`config.mk`:
```
export PLATFORM = sky130hd
export DESIGN_NAME = int_exec_unit
export DESIGN_NICKNAME = d
export VERILOG_FILES = /design/src/rtl/int_exec_pkg.sv /design/src/rtl/exec_arith.sv /design/src/rtl/exec_logic.sv /design/src/rtl/exec_flags.sv /design/src/rtl/int_exec_unit.sv
export SDC_FILE = /design/constraint.sdc
export NUM_CORES = 1
export LEC_CHECK = 0
export BUFFER_PORTS_ARGS = -buffer_cell sky130_fd_sc_hd__buf_4
export CORE_MARGIN = 2
export CORE_UTILIZATION = 40
export DETAILED_ROUTE_END_ITERATION = 10
export PLACE_DENSITY = 0.74
export SLEW_MARGIN = 20
export SYNTH_ARGS = -nofsm -noshare
export SYNTH_HDL_FRONTEND = slang
export SYNTH_SLANG_ARGS = --single-unit
```
`constraint.sdc`:
```
create_clock -name clk -period 4.5 [get_ports clk]
set_input_delay 0.45 -clock clk [delete_from_list [all_inputs] [get_ports clk]]
set_output_delay 0.45 -clock clk [all_outputs]
set_load 0.05 [all_outputs]
```
`src/rtl/int_exec_pkg.sv`:
```
// Package: shared operation codes and flag layout for the integer execution unit.
// Assumes: the flag vector is ordered {N, Z, V, C} from bit 3 down to bit 0.
package int_exec_pkg;

    typedef enum logic [3:0] {
        OP_ADD   = 4'd0,
        OP_SUB   = 4'd1,
        OP_ADDC  = 4'd2,
        OP_SUBB  = 4'd3,
        OP_AND   = 4'd4,
        OP_OR    = 4'd5,
        OP_ORN   = 4'd6,
        OP_CMP   = 4'd7,
        OP_UPPER = 4'd8
    } exec_op_e;

    typedef struct packed {
        logic neg;
        logic zero;
        logic ovf;
        logic carry;
    } cond_flags_t;

    localparam int FLAG_W = 4;

endpackage

```
`src/rtl/exec_arith.sv`:
```
// Module: adder/subtractor slice.
// Computes a + b + cin or a - b - cin through one shared adder.
// Reports the carry for additions and the borrow for subtractions,
// plus the signed overflow. Assumes two's complement operands.
module exec_arith #(
    parameter int DATA_W = 32
) (
    input  logic [DATA_W-1:0] a_i,
    input  logic [DATA_W-1:0] b_i,
    input  logic              sub_i,
    input  logic              use_cin_i,
    input  logic              cin_i,
    output logic [DATA_W-1:0] sum_o,
    output logic              carry_o,
    output logic              ovf_o
);
    localparam int WIDE_W = DATA_W + 1;

    logic [DATA_W-1:0] b_eff;
    logic              c_in_eff;
    logic [WIDE_W-1:0] wide_sum;

    // Invert the second operand and the carry-in for subtraction.
    always_comb begin
        b_eff    = sub_i ? ~b_i : b_i;
        c_in_eff = sub_i ? ~(use_cin_i & cin_i) : (use_cin_i & cin_i);
    end

    // One adder, then carry/borrow and overflow derivation.
    always_comb begin
        wide_sum = {1'b0, a_i} + {1'b0, b_eff} + {{DATA_W{1'b0}}, c_in_eff};
        sum_o    = wide_sum[DATA_W-1:0];
        carry_o  = sub_i ? ~wide_sum[DATA_W] : wide_sum[DATA_W];
        ovf_o    = (a_i[DATA_W-1] == b_eff[DATA_W-1]) &&
                   (wide_sum[DATA_W-1] != a_i[DATA_W-1]);
    end

endmodule

```
`src/rtl/exec_logic.sv`:
```
// Module: bitwise slice and upper-constant builder.
// Produces AND, OR, OR-NOT (a | ~b) and the constant placed in the top bits.
// Assumes CONST_W < DATA_W. Unlisted selects return zero.
module exec_logic #(
    parameter int DATA_W  = 32,
    parameter int CONST_W = 22
) (
    input  logic [DATA_W-1:0]  a_i,
    input  logic [DATA_W-1:0]  b_i,
    input  logic [CONST_W-1:0] k_i,
    input  logic [3:0]         op_i,
    output logic [DATA_W-1:0]  res_o
);
    import int_exec_pkg::*;

    localparam int LOW_W = DATA_W - CONST_W;

    logic [DATA_W-1:0] upper_word;

    // Place the constant in the upper bits and zero-fill the low part.
    always_comb upper_word = {k_i, {LOW_W{1'b0}}};

    // Pick the bitwise or constant outcome.
    always_comb begin
        unique case (op_i)
            OP_AND:   res_o = a_i & b_i;
            OP_OR:    res_o = a_i | b_i;
            OP_ORN:   res_o = a_i | ~b_i;
            OP_UPPER: res_o = upper_word;
            default:  res_o = '0;
        endcase
    end

endmodule

```
`src/rtl/exec_flags.sv`:
```
// Module: condition flag register.
// Loads the next flags when upd_i is high and holds them otherwise.
// Assumes a synchronous active-low reset that clears every flag.
module exec_flags
    import int_exec_pkg::*;
(
    input  logic        clk,
    input  logic        rst_n,
    input  logic        upd_i,
    input  cond_flags_t next_i,
    output cond_flags_t flags_o
);
    cond_flags_t flags_q;

    // Flag storage with synchronous reset.
    always_ff @(posedge clk) begin
        if (!rst_n)     flags_q <= '0;
        else if (upd_i) flags_q <= next_i;
    end

    always_comb flags_o = flags_q;

    // without an update request the stored flags do not move.
    assert_hold_idle_R2: assert property (@(posedge clk) disable iff (!rst_n)
        !upd_i |=> flags_o == $past(flags_o));

endmodule

```
`src/rtl/int_exec_unit.sv`:
```
// Module: top of the integer execution unit.
// Decodes the operation, routes the operands to the arithmetic and bitwise
// slices, forms the result and the next flags, and keeps the condition register.
// Assumes operands are already read and extended by the caller.
module int_exec_unit #(
    parameter int DATA_W  = 32,
    parameter int CONST_W = 22
) (
    input  logic               clk,
    input  logic               rst_n,
    input  logic [3:0]         op_i,
    input  logic               set_flags_i,
    input  logic [DATA_W-1:0]  opa_i,
    input  logic [DATA_W-1:0]  opb_i,
    input  logic [CONST_W-1:0] const_i,
    output logic [DATA_W-1:0]  result_o,
    output logic [3:0]         flags_o
);
    import int_exec_pkg::*;

    localparam int LOW_W = DATA_W - CONST_W;

    logic              is_arith, is_sub, use_cin, is_logic, is_cmp, upd;
    logic [DATA_W-1:0] arith_sum, logic_res, raw_res;
    logic              arith_carry, arith_ovf;
    cond_flags_t       cur_flags, next_flags;

    // Decode the operation code into slice controls.
    always_comb begin
        is_arith = 1'b0;
        is_sub   = 1'b0;
        use_cin  = 1'b0;
        is_logic = 1'b0;
        is_cmp   = 1'b0;
        unique case (op_i)
            OP_ADD:  is_arith = 1'b1;
            OP_SUB:  begin is_arith = 1'b1; is_sub = 1'b1; end
            OP_ADDC: begin is_arith = 1'b1; use_cin = 1'b1; end
            OP_SUBB: begin is_arith = 1'b1; is_sub = 1'b1; use_cin = 1'b1; end
            OP_CMP:  begin is_arith = 1'b1; is_sub = 1'b1; is_cmp = 1'b1; end
            OP_AND, OP_OR, OP_ORN: is_logic = 1'b1;
            default: ;
        endcase
        upd = is_cmp | (set_flags_i & (is_arith | is_logic));
    end

    exec_arith #(.DATA_W(DATA_W)) arith_i (
        .a_i       (opa_i),
        .b_i       (opb_i),
        .sub_i     (is_sub),
        .use_cin_i (use_cin),
        .cin_i     (cur_flags.carry),
        .sum_o     (arith_sum),
        .carry_o   (arith_carry),
        .ovf_o     (arith_ovf)
    );

    exec_logic #(.DATA_W(DATA_W), .CONST_W(CONST_W)) logic_i (
        .a_i   (opa_i),
        .b_i   (opb_i),
        .k_i   (const_i),
        .op_i  (op_i),
        .res_o (logic_res)
    );

    // Merge slice outputs; compare suppresses the visible result.
    always_comb begin
        raw_res  = is_arith ? arith_sum : logic_res;
        result_o = is_cmp ? '0 : raw_res;
    end

    // Build the candidate flags from the merged outcome.
    always_comb begin
        next_flags.neg   = raw_res[DATA_W-1];
        next_flags.zero  = (raw_res == '0);
        next_flags.ovf   = is_arith ? arith_ovf   : 1'b0;
        next_flags.carry = is_arith ? arith_carry : 1'b0;
    end

    exec_flags flags_i (
        .clk     (clk),
        .rst_n   (rst_n),
        .upd_i   (upd),
        .next_i  (next_flags),
        .flags_o (cur_flags)
    );

    always_comb flags_o = cur_flags;

    // non-writing and unused operations leave the flags alone.
    assert_keep_flags_R2: assert property (@(posedge clk) disable iff (!rst_n)
        (op_i != OP_CMP && (!set_flags_i || op_i > OP_UPPER)) |=> $stable(flags_o));

    // a written Z reflects whether the outcome was zero.
    assert_zero_flag_R3: assert property (@(posedge clk) disable iff (!rst_n)
        upd |=> flags_o[2] == $past(raw_res == '0));

    // a written N copies the outcome sign.
    assert_neg_flag_R4: assert property (@(posedge clk) disable iff (!rst_n)
        upd |=> flags_o[3] == $past(raw_res[DATA_W-1]));

    // flag-writing bitwise operations clear V and C.
    assert_logic_vc_R9: assert property (@(posedge clk) disable iff (!rst_n)
        (set_flags_i && (op_i == OP_AND || op_i == OP_OR || op_i == OP_ORN))
        |=> flags_o[1:0] == 2'b00);

    // compare shows a zero result.
    assert_cmp_quiet_R10: assert property (@(posedge clk) disable iff (!rst_n)
        op_i == OP_CMP |-> result_o == '0);

    // the upper-constant word has a clear low part.
    assert_upper_low_R11: assert property (@(posedge clk) disable iff (!rst_n)
        op_i == OP_UPPER |-> result_o[LOW_W-1:0] == '0);

endmodule

```
==> results of run 1 <==
-- logic make-up after synthesis --
family / count (synthesis)
XOR/XNOR: 43
AND/OR/NAND/NOR: 239
adder cells (fa/ha/maj): 33
multiplexers: 13
flip-flops: 4
buffers and inverters: 60
AO/OA/AOI/OAI: 252
-- timing repair --
item | in CTS | in global routing
endpoints found under the setup margin | 0 | 4
hold buffers | 0 | 0
setup buffers | 0 | 0
endpoints found under the hold margin | 0 | 0
gates resized for setup | 0 | 5
-- critical path: stages --
cell      delay (ns)
buf_4           0.12
a21boi_2        0.16
nor2_2          0.13
nand2_2         0.17
buf_12          0.24
xnor2_1         0.15
ha_1            0.42
nand4_1         0.17
nor3_1          0.36
a211oi_1        0.13
a21oi_1         0.16
buf_4           0.14
o21ai_0         0.11
or4_1           0.51
a31oi_4         0.19
buf_4           0.22
-- cell type report --
cell class | instances | share of cell area (%)
Tap cell | 136 | 3.06
Inverter | 11 | 0.742
Timing Repair Buffer | 172 | 23.4
Clock buffer | 3 | 0.742
Sequential cell | 4 | 1.44
Multi-Input combinational cell | 580 | 70.6
-- power breakdown --
group	internal (mW)	total [mW]	switching [mW]	leakage, nW
registers	0.0370	0.0379	0.000947	0.0325
logic	0.422	1.09	0.667	2.34
clock network	0.0574	0.0802	0.0228	0.0216
-- placed cells by master, fill, tap and decap left out, types with 16 or more instances in the layout --
cell type,netlist,layout
xnor2_1,38,38
nand2_1,61,60
nor2_1,72,65
o21ai_0,67,66
o211ai_1,31,31
buf_4,6,171
nand3_1,16,16
nand4_1,20,20
a21oi_1,37,36
ha_1,31,30
-- worst min-delay path by stage --
stage | end | from | depth (start not counted) | slack (ns)
detailed placement | flags_i.flags_o[2] | flags_i.flags_o[2] | 2 | 0.51
global route | flags_i.flags_o[1] | rst_n | 2 | 0.51
finish | flags_i.flags_o[1] | rst_n | 2 | 0.49
CTS | flags_i.flags_o[1] | rst_n | 2 | 0.49
floorplan | flags_i.flags_o[0] | flags_i.flags_o[0] | 2 | 0.47
global placement | flags_i.flags_o[3] | flags_i.flags_o[3] | 2 | 0.50
-- layer usage --
| metal | GRT usage [%] | vias up |
|---|---|---|
| li1 | - | 2726 |
| met1 | 39.4 | 2716 |
| met2 | 46.7 | 331 |
| met3 | 4.72 | 42 |
| met4 | 6.30 | 0 |
| met5 | 0 | - |
-- per-stage QoR --
stage | instance area [um2] | cells | power [mW] | hold slack [ns] | util (%)
final | 5560 | 906 | 1.21 | 0.488 | 54.4
after global routing | 5560 | 906 | 1.28 | 0.508 | 54.4
after CTS | 5550 | 906 | 1.18 | 0.491 | 54.2
after detailed placement | 5510 | 903 | 1.10 | 0.507 | 53.8
after global placement | 5510 | 903 | 1.09 | 0.500 | 53.8
after floorplan | 4250 | 644 | 0.748 | 0.468 | -
==> run summary, run 1 <==
Rel. slew slack: 55.9%
Post-Route WL: 17.0 mm
Root Buffer: clkbuf_8
Distinct cells, synth: 75
Yosys top cell by area: ha_1
Pins Over Slew Limit: 0
Pwr/cell area: 217 nW/um2
Leakage: 2.40 nW
Critical path required time: 4.05 ns
Period utilisation layout: 95.8%
Drt wl/cell: 18.8 um
Least-Margin Pin Slew: 0.661 ns
Die Wd: 106 um
# fillers: 999
Number of diodes: 0
Critical Path End: result_o[25]
Number of synthesized flops with an enable pin: 0
Mapped Nets: 770
Status: finished clean
Boundary pin count: 129
1st-iter DRT viols: 702
Vias per cell: 6.42
Reg2reg end: flags_i.flags_o[2]
#FFs+latches synth: 4
Max reg flops: 4
Post-Syn Instances: 644
Via count: 5815
Clock transition at path regs: 0.03 ns
Worst-path maximum fanout: 26
Most frequent cells after synthesis: nor2_1 (72), o21ai_0 (67), nand2_1 (61)
First-pass GRT wire length: 26.6 mm
Worst r2r src: flags_i.flags_o[0]
DRC Markers: 0
Mux cell area share after synthesis: 3.22%
Register area share after synthesis: 1.91%
Final setup margin: 0.189 ns
DRT Pass-1 Iters: 7
Minimum clock period: 4.31 ns
NumNets Final: 898
HPWL after DPL: 13.3 mm
Setup TNS: 0 ns
Routed length on met3: 1.77 mm
Total grt overflow: 0
Crit start category: input pin
CTS buffer count: 3
Most common cell in the netlist: nor2_1
Htree depth: 1
Clock buffer depth: 2
Port bufs: 128
VDD IR max: 0.139 mV
Worst slack, placed: 0.124 ns
Main flop type after synthesis: dfxtp_1
Top Layer Used: met4
RSZ-0062 raised after global routing: no
Die Ht: 106 um
Syn avg cell area: 6.51 um2
Share of layout cells above drive strength 1: 27.0%
Die area: 11300 um2
Synth top area share: 9.26%
Fmax: 232 MHz
Warnings from Yosys: 0
Area share of fa/ha/maj cells after synthesis: 10.2%
Final clock skew: 0.00637 ns
Area contributors post-synth: ha_1 (9.3%), o21ai_0 (8.0%), xnor2_1 (7.9%), nor2_1 (6.4%), o211ai_1 (5.6%)
Clock sink count: 4
CP startpoint: op_i[2]
Clock latency on the worst-skew pair: 0.23 ns
Routed Antenna Nets: 0
Initial core utilization: 41.0%
Hold Vio Cnt, Final: 0
Area of the multi-input gates: 3930 um2
Synthesized cell area: 4190 um2
Post-Synth Simple-Gate Area: 28.4%
CP Capture Type: output pin
Worst Path Class, Setup: input pin to output pin
Reg2reg setup slack: 0.78 ns
FF+latch area: 80.1 um2
Met2 WL: 7.49 mm
Compound-cell area share of the yosys netlist: 41.1%
Wl on met1: 7.37 mm
GRT Resource Usage Total: 28.6%
Crit path DAT: 3.86 ns
Tightest Hold Check Type: input pin to register
Number of cells on the worst reg-to-reg path: 15
Final setup viols: 0
Core Area: 10200 um2
Area delta synth->final: 32.8%
GPL Wtd Cong: 1.01
Synth Area in XOR/XNOR: 8.99%
CTS tree: yes
Max_cap viols: 0
Largest net degree at the start of global routing: 34
# rows: 37
Main combinational cell family by area after synthesis: compound AO/OA/AOI/OAI gates
Vias in the first global route: 5368
Antenna violations before repair: 0
Fraction of registers with async set/reset: 0%
Note: power is estimated with default switching activity, not from simulation.
==> run 2: changes to the inputs <==
--- a/config.mk
+++ b/config.mk
@@ -6,10 +6,11 @@
 export NUM_CORES = 1
 export LEC_CHECK = 0
 export BUFFER_PORTS_ARGS = -buffer_cell sky130_fd_sc_hd__buf_4
+export CAP_MARGIN = 15
 export CORE_MARGIN = 2
-export CORE_UTILIZATION = 40
+export CORE_UTILIZATION = 35
 export DETAILED_ROUTE_END_ITERATION = 10
-export PLACE_DENSITY = 0.74
+export PLACE_DENSITY = 0.67
 export SLEW_MARGIN = 20
 export SYNTH_ARGS = -nofsm -noshare
 export SYNTH_HDL_FRONTEND = slang
==> run 2 against run 1 <==
Cell area grew 2.8%. Flip-flop and latch count stayed put. Wire length is 11% higher. Die area increased by 14%. Power is 8.9% higher. First-iteration DRC count shrank 10%. Global-route usage fell by 0.52 points. Hold slack got worse by 0.014 ns. Clock skew down 0.0062 ns. Combinational power rose by 4%. Maximum frequency down 1.3%. Sequential power about the same. Critical path type unchanged. Largest cell class unchanged.
==> run summary, run 2 (synthesis gave the netlist of run 1 again) <==
Status: finished clean (unchanged)
Crit start category: input pin (unchanged)
Total grt overflow: 0 (unchanged)
Dpl cell area: 5610 um2 (was 5510 um2)
VDD IR max: 0.114 mV (was 0.139 mV)
Core Area: 11600 um2 (was 10200 um2)
DRC Markers: 0 (unchanged)
Boundary pin count: 129 (unchanged)
Pins Over Slew Limit: 0 (unchanged)
Die area: 12900 um2 (was 11300 um2)
DRT Pass-1 Iters: 5 (was 7)
Cell Chain, Critical Path: buf_4, a21boi_2, nor2_2, nand2_2, buf_4, xnor2_1, ha_1, nand4_1, buf_4, a21oi_1, nand2_1, a31oi_2, o211ai_1, a21oi_1, o21ai_0, a31oi_4, nor2_2, buf_4 (was buf_4, a21boi_2, nor2_2, nand2_2, buf_12, xnor2_1, ha_1, nand4_1, nor3_1, a211oi_1, a21oi_1, buf_4, o21ai_0, or4_1, a31oi_4, buf_4)
Hold Vio Cnt, Final: 0 (unchanged)
Commonest non-fill, non-tap cell in the layout: buf_4 (unchanged)
Initial core utilization: 36.2% (was 41.0%)
GRT Resource Usage Total: 28.1% (was 28.6%)
Antenna violations before repair: 0 (unchanged)
Htree depth: 1 (unchanged)
Tightest Hold Check Type: register to register (was input pin to register)
Share of layout cells above drive strength 1: 28.4% (was 27.0%)
Hold_buf cts: 0 (unchanged)
Crit path DAT: 3.92 ns (was 3.86 ns)
Design Area, Final: 5720 um2 (was 5560 um2)
Max_cap viols: 0 (unchanged)
Routed Antenna Nets: 0 (unchanged)
Worst Path Class, Setup: input pin to output pin (unchanged)
Die Wd: 113 um (was 106 um)
NumNets Final: 913 (was 898)
Via count: 5891 (was 5815)
Period utilisation layout: 97.1% (was 95.8%)
Drt wl/cell: 20.3 um (was 18.8 um)
Buf+Inv Stages, Crit Path: 4 (unchanged)
Reg2reg setup slack: 0.66 ns (was 0.78 ns)
Clock network power share: 11.0% (was 6.6%)
Pwr Total: 1.31 mW (was 1.21 mW)
Die Ht: 113 um (was 106 um)
HPWL after DPL: 15.1 mm (was 13.3 mm)
CP dominant cell by count: buf_4 (unchanged)
Root Buffer: clkbuf_16 (was clkbuf_8)
Worst path max stage delay: 0.42 ns (was 0.51 ns)
Delay-heaviest family, CP: compound AO/OA/AOI/OAI gates (was simple AND/OR/NAND/NOR gates)
Critical path required time: 4.05 ns (about the same)
CP Capture Type: output pin (unchanged)
Area delta synth->final: 36.5% (was 32.8%)
Port bufs: 128 (unchanged)
CTS tree: yes (unchanged)
Most frequent cells in the layout: buf_4 (187), o21ai_0 (67), nor2_1 (65) (was buf_4 (171), o21ai_0 (66), nor2_1 (65))
First-pass GRT wire length: 29.3 mm (was 26.6 mm)
CP max-delay cell: ha_1 (was or4_1)
Internal power: 0.591 mW (was 0.516 mW)
Worst-path maximum fanout: 11 (was 26)
GPL Wtd Cong: 0.981 (was 1.01)
Leakage: 2.48 nW (was 2.40 nW)
Final clock skew: 0.000196 ns (was 0.00637 ns)
Number of diodes: 0 (unchanged)
Comb pwr share: 86.2% (was 90.2%)
Minimum clock period: 4.37 ns (was 4.31 ns)
Final setup viols: 0 (unchanged)
Least-Margin Pin Slew: 0.888 ns (was 0.661 ns)
Clock latency on the worst-skew pair: 0.23 ns (about the same)
Switch Pwr: 0.724 mW (was 0.691 mW)
Pwr/cell area: 230 nW/um2 (was 217 nW/um2)
Clock transition at path regs: 0.03 ns (about the same)
CTS buffer count: 3 (unchanged)
Rel. slew slack: 40.5% (was 55.9%)
Flop pwr share: 2.9% (was 3.1%)
Fmax: 229 MHz (was 232 MHz)
Switch share: 55.1% (was 57.2%)
Clock buffer depth: 2 (unchanged)
# rows: 39 (was 37)
Post-Route WL: 18.8 mm (was 17.0 mm)
Setup TNS: 0 ns (unchanged)
Vias per cell: 6.35 (was 6.42)
RSZ-0062 raised after global routing: no (unchanged)
Clock sink count: 4 (unchanged)
1st-iter DRT viols: 632 (was 702)
Max reg flops: 4 (unchanged)
Vias in the first global route: 5542 (was 5368)
Largest net degree at the start of global routing: 34 (unchanged)
## run 2: changes by cell type in the layout (fill, tap and decap cells not counted), sizes merged
cell  change
buf      +15
## run 2: stage by stage
stage               utilization [%]  setup slack [ns]  hold slack, ns  instances
floorplan                         -           0.00488           0.468        644
global placement               48.5             0.206           0.474        925
detailed placement             48.5             0.202           0.467        925
CTS                            49.2             0.181           0.472        928
global route                   49.5            0.0171           0.504        928
finish                         49.5             0.131           0.474        928
## run 2: routing by layer
| layer | vias up | wire (um) | GRT usage [%] | part of all wire, % |
|---|---|---|---|---|
| met2 | 313 | 8280 | 45.7 | 44 |
| li1 | 2762 | - | - | - |
| met3 | 21 | 1610 | 2.98 | 8.6 |
| met4 | 0 | 241 | 4.88 | 1.3 |
| met1 | 2795 | 8670 | 40.8 | 46 |
| met5 | - | 0 | 0 | 0 |
## run 2: area by class of cell
type	count	area (um2)
Fill cell	1194	5840
Multi-Input combinational cell	580	3940
Timing Repair Buffer	187	1400
Tap cell	143	179
Sequential cell	4	80.1
Clock buffer	3	75.1
Inverter	11	41.3
## run 2: timing repair
| action | 4_1_cts | 5_1_grt |
|---|---|---|
| gates resized for setup | 0 | 5 |
| endpoints found under the setup margin | 0 | 2 |
| buffers inserted | 0 | 0 |
| hold endpoints to repair | 0 | 0 |
## run 2: worst paths after layout
path,cells past startpoint,to,from
worst max register to register,15,flags_i.flags_o[2],flags_i.flags_o[0]
worst max-delay path,18,result_o[27],op_i[2]
worst min-delay path,2,flags_i.flags_o[2],flags_i.flags_o[2]
worst min register to register,2,flags_i.flags_o[2],flags_i.flags_o[2]
## run 2: tightest hold or removal path, cell delays in order, from the launching register on
cell     delay, ns
dfxtp_1       0.31
nand3_1       0.07
nand2_1       0.05
## run 2: power by group through the flow
stage	clock network [mW]	logic (mW)	registers, mW
after CTS	0.145	1.11	0.0378
after floorplan	0	0.707	0.0414
final	0.144	1.13	0.0379
after detailed placement	0	1.10	0.0383
after global placement	0	1.10	0.0383
after global routing	0.148	1.21	0.0380
==> run 3: changes to the inputs <==
==> constraint.sdc (replaced) <==
create_clock -name clk -period 4.5 [get_ports clk]
set_input_delay 0.45 -clock clk [delete_from_list [all_inputs] [get_ports clk]]
set_output_delay 0.45 -clock clk [all_outputs]
set_load 0.02 [all_outputs]
==> run 3 against run 2 <==
Global-route usage fell by 0.65 points. Maximum frequency rose by 1.6%. Power fell by 12%. Register-to-register slack got worse by 0.04 ns. Final cell count fell by 2.8%. Core utilization fell by 1.9 points. Via count fell by 4.3%. Clock power barely moved.
==> run summary, run 3 (synthesis gave the netlist of run 1 again) <==
Largest net degree at the start of global routing: 34 (unchanged)
DRT Pass-1 Iters: 6 (was 5)
HPWL after DPL: 14.3 mm (was 15.1 mm)
Rel. slew slack: 29.2% (was 40.5%)
Worst slack, placed: 0.132 ns (was 0.202 ns)
Max reg flops: 4 (unchanged)
Period utilisation layout: 95.5% (was 97.1%)
Clock sink count: 4 (unchanged)
Htree depth: 1 (unchanged)
Max_cap viols: 0 (unchanged)
Post-Route WL: 18.0 mm (was 18.8 mm)
Pins Over Slew Limit: 0 (unchanged)
First-pass GRT wire length: 28.9 mm (was 29.3 mm)
Die Wd: 113 um (unchanged)
DRC Markers: 0 (unchanged)
Initial core utilization: 36.2% (unchanged)
# fillers: 1238 (was 1194)
Final setup margin: 0.201 ns (was 0.131 ns)
CP Capture Type: output pin (unchanged)
GPL Wtd Cong: 0.994 (was 0.981)
Worst Path Class, Setup: input pin to output pin (unchanged)
Critical path required time: 4.05 ns (about the same)
Setup TNS: 0 ns (unchanged)
Root Buffer: clkbuf_16 (unchanged)
Hold Vio Cnt, Final: 0 (unchanged)
1st-iter DRT viols: 662 (was 632)
Routed Antenna Nets: 0 (unchanged)
Pwr/cell area: 209 nW/um2 (was 230 nW/um2)
CTS tree: yes (unchanged)
Commonest non-fill, non-tap cell in the layout: buf_4 (unchanged)
Most frequent cells in the layout: buf_4 (159), nor2_1 (71), o21ai_0 (67) (was buf_4 (187), o21ai_0 (67), nor2_1 (65))
Status: finished clean (unchanged)
Worst-path maximum fanout: 7 (was 11)
RSZ-0062 raised after global routing: no (unchanged)
Final setup viols: 0 (unchanged)
Leakage: 2.36 nW (was 2.48 nW)
Hold_buf cts: 0 (unchanged)
GRT Resource Usage Total: 27.5% (was 28.1%)
Area delta synth->final: 31.4% (was 36.5%)
Port bufs: 128 (unchanged)
Die area: 12900 um2 (unchanged)
Via count: 5640 (was 5891)
Crit start category: input pin (unchanged)
Area of the multi-input gates: 3910 um2 (was 3940 um2)
Total grt overflow: 0 (unchanged)
Number of diodes: 0 (unchanged)
Tightest Hold Check Type: register to register (unchanged)
Boundary pin count: 129 (unchanged)
Clock buffer depth: 2 (unchanged)
Final clock skew: 0.00145 ns (was 0.000196 ns)
# rows: 39 (unchanged)
CTS buffer count: 3 (unchanged)
FF+latch area: 80.1 um2 (unchanged)
Core Area: 11600 um2 (unchanged)
Clock latency on the worst-skew pair: 0.23 ns (about the same)
Least-Margin Pin Slew: 1.06 ns (was 0.888 ns)
Crit path DAT: 3.85 ns (was 3.92 ns)
VDD IR max: 0.101 mV (was 0.114 mV)
Fmax: 233 MHz (was 229 MHz)
Antenna violations before repair: 0 (unchanged)
Die Ht: 113 um (unchanged)
Vias per cell: 6.25 (was 6.35)
Share of layout cells above drive strength 1: 25.4% (was 28.4%)
Drt wl/cell: 19.9 um (was 20.3 um)
NumNets Final: 887 (was 913)
Clock transition at path regs: 0.03 ns (about the same)
Vias in the first global route: 5450 (was 5542)
Minimum clock period: 4.30 ns (was 4.37 ns)
[run 3: changes by cell type in the layout (fill, tap and decap cells not counted), sizes merged]
cell,previous run,this run
buf,187,161
[run 3: final timing paths]
check | start | to | slack, ns | cells after the start
worst max-delay path | op_i[2] | result_o[28] | 0.20 | 16
worst min-delay path | flags_i.flags_o[2] | flags_i.flags_o[2] | 0.49 | 2
worst max register to register | flags_i.flags_o[0] | flags_i.flags_o[2] | 0.62 | 15
worst min register to register | flags_i.flags_o[2] | flags_i.flags_o[2] | 0.49 | 2
[run 3: metrics by stage]
step	instances	utilization, %	total power [mW]	hold slack [ns]	cell area, um2
detailed placement	899	46.6	0.982	0.482	5390
finish	902	47.6	1.15	0.494	5500
global route	902	47.6	1.24	0.496	5500
CTS	902	47.2	1.13	0.487	5460
global placement	899	46.6	0.976	0.487	5390
floorplan	644	-	0.632	0.468	4220
[run 3: timing repair]
item                                    CTS  global route
resized for setup                         0             9
endpoints found under the setup margin    0             6
buffers inserted                          0             0
[run 3: area by class of cell]
type                    count  area share [%]
repair buffers            161            22.1
clock buffers               3            1.36
flip-flops and latches      4            1.45
well taps                 143            3.25
inverters                  11           0.750
multi-input cells         580            71.1
[run 3: worst max-delay path, stage by stage]
cell      delay, ns
buf_4          0.14
a21boi_2       0.17
nor2_2         0.15
nand2_2        0.15
xnor2_1        0.18
fa_2           0.39
fa_2           0.38
a21o_1         0.21
a221oi_4       0.38
nor4_4         0.13
o21ai_0        0.31
a21oi_1        0.11
nor3b_1        0.26
nor3_1         0.08
o21a_1         0.20
buf_4          0.16
[run 3: report_power, final]
part | switching [mW] | total (mW) | internal [mW] | leakage [nW]
Sequential | 0.000830 | 0.0378 | 0.0370 | 0.0325
Clock | 0.0286 | 0.143 | 0.114 | 0.0370
Combinational | 0.566 | 0.972 | 0.406 | 2.29
Total | 0.595 | 1.15 | 0.557 | 2.36
[run 3: routing by layer]
metal / routed length (um) / GRT usage, %
met5: 0 / 0
met4: 81 / 2.76
met2: 8050 / 44.2
met3: 1420 / 5.10
met1: 8440 / 39.6
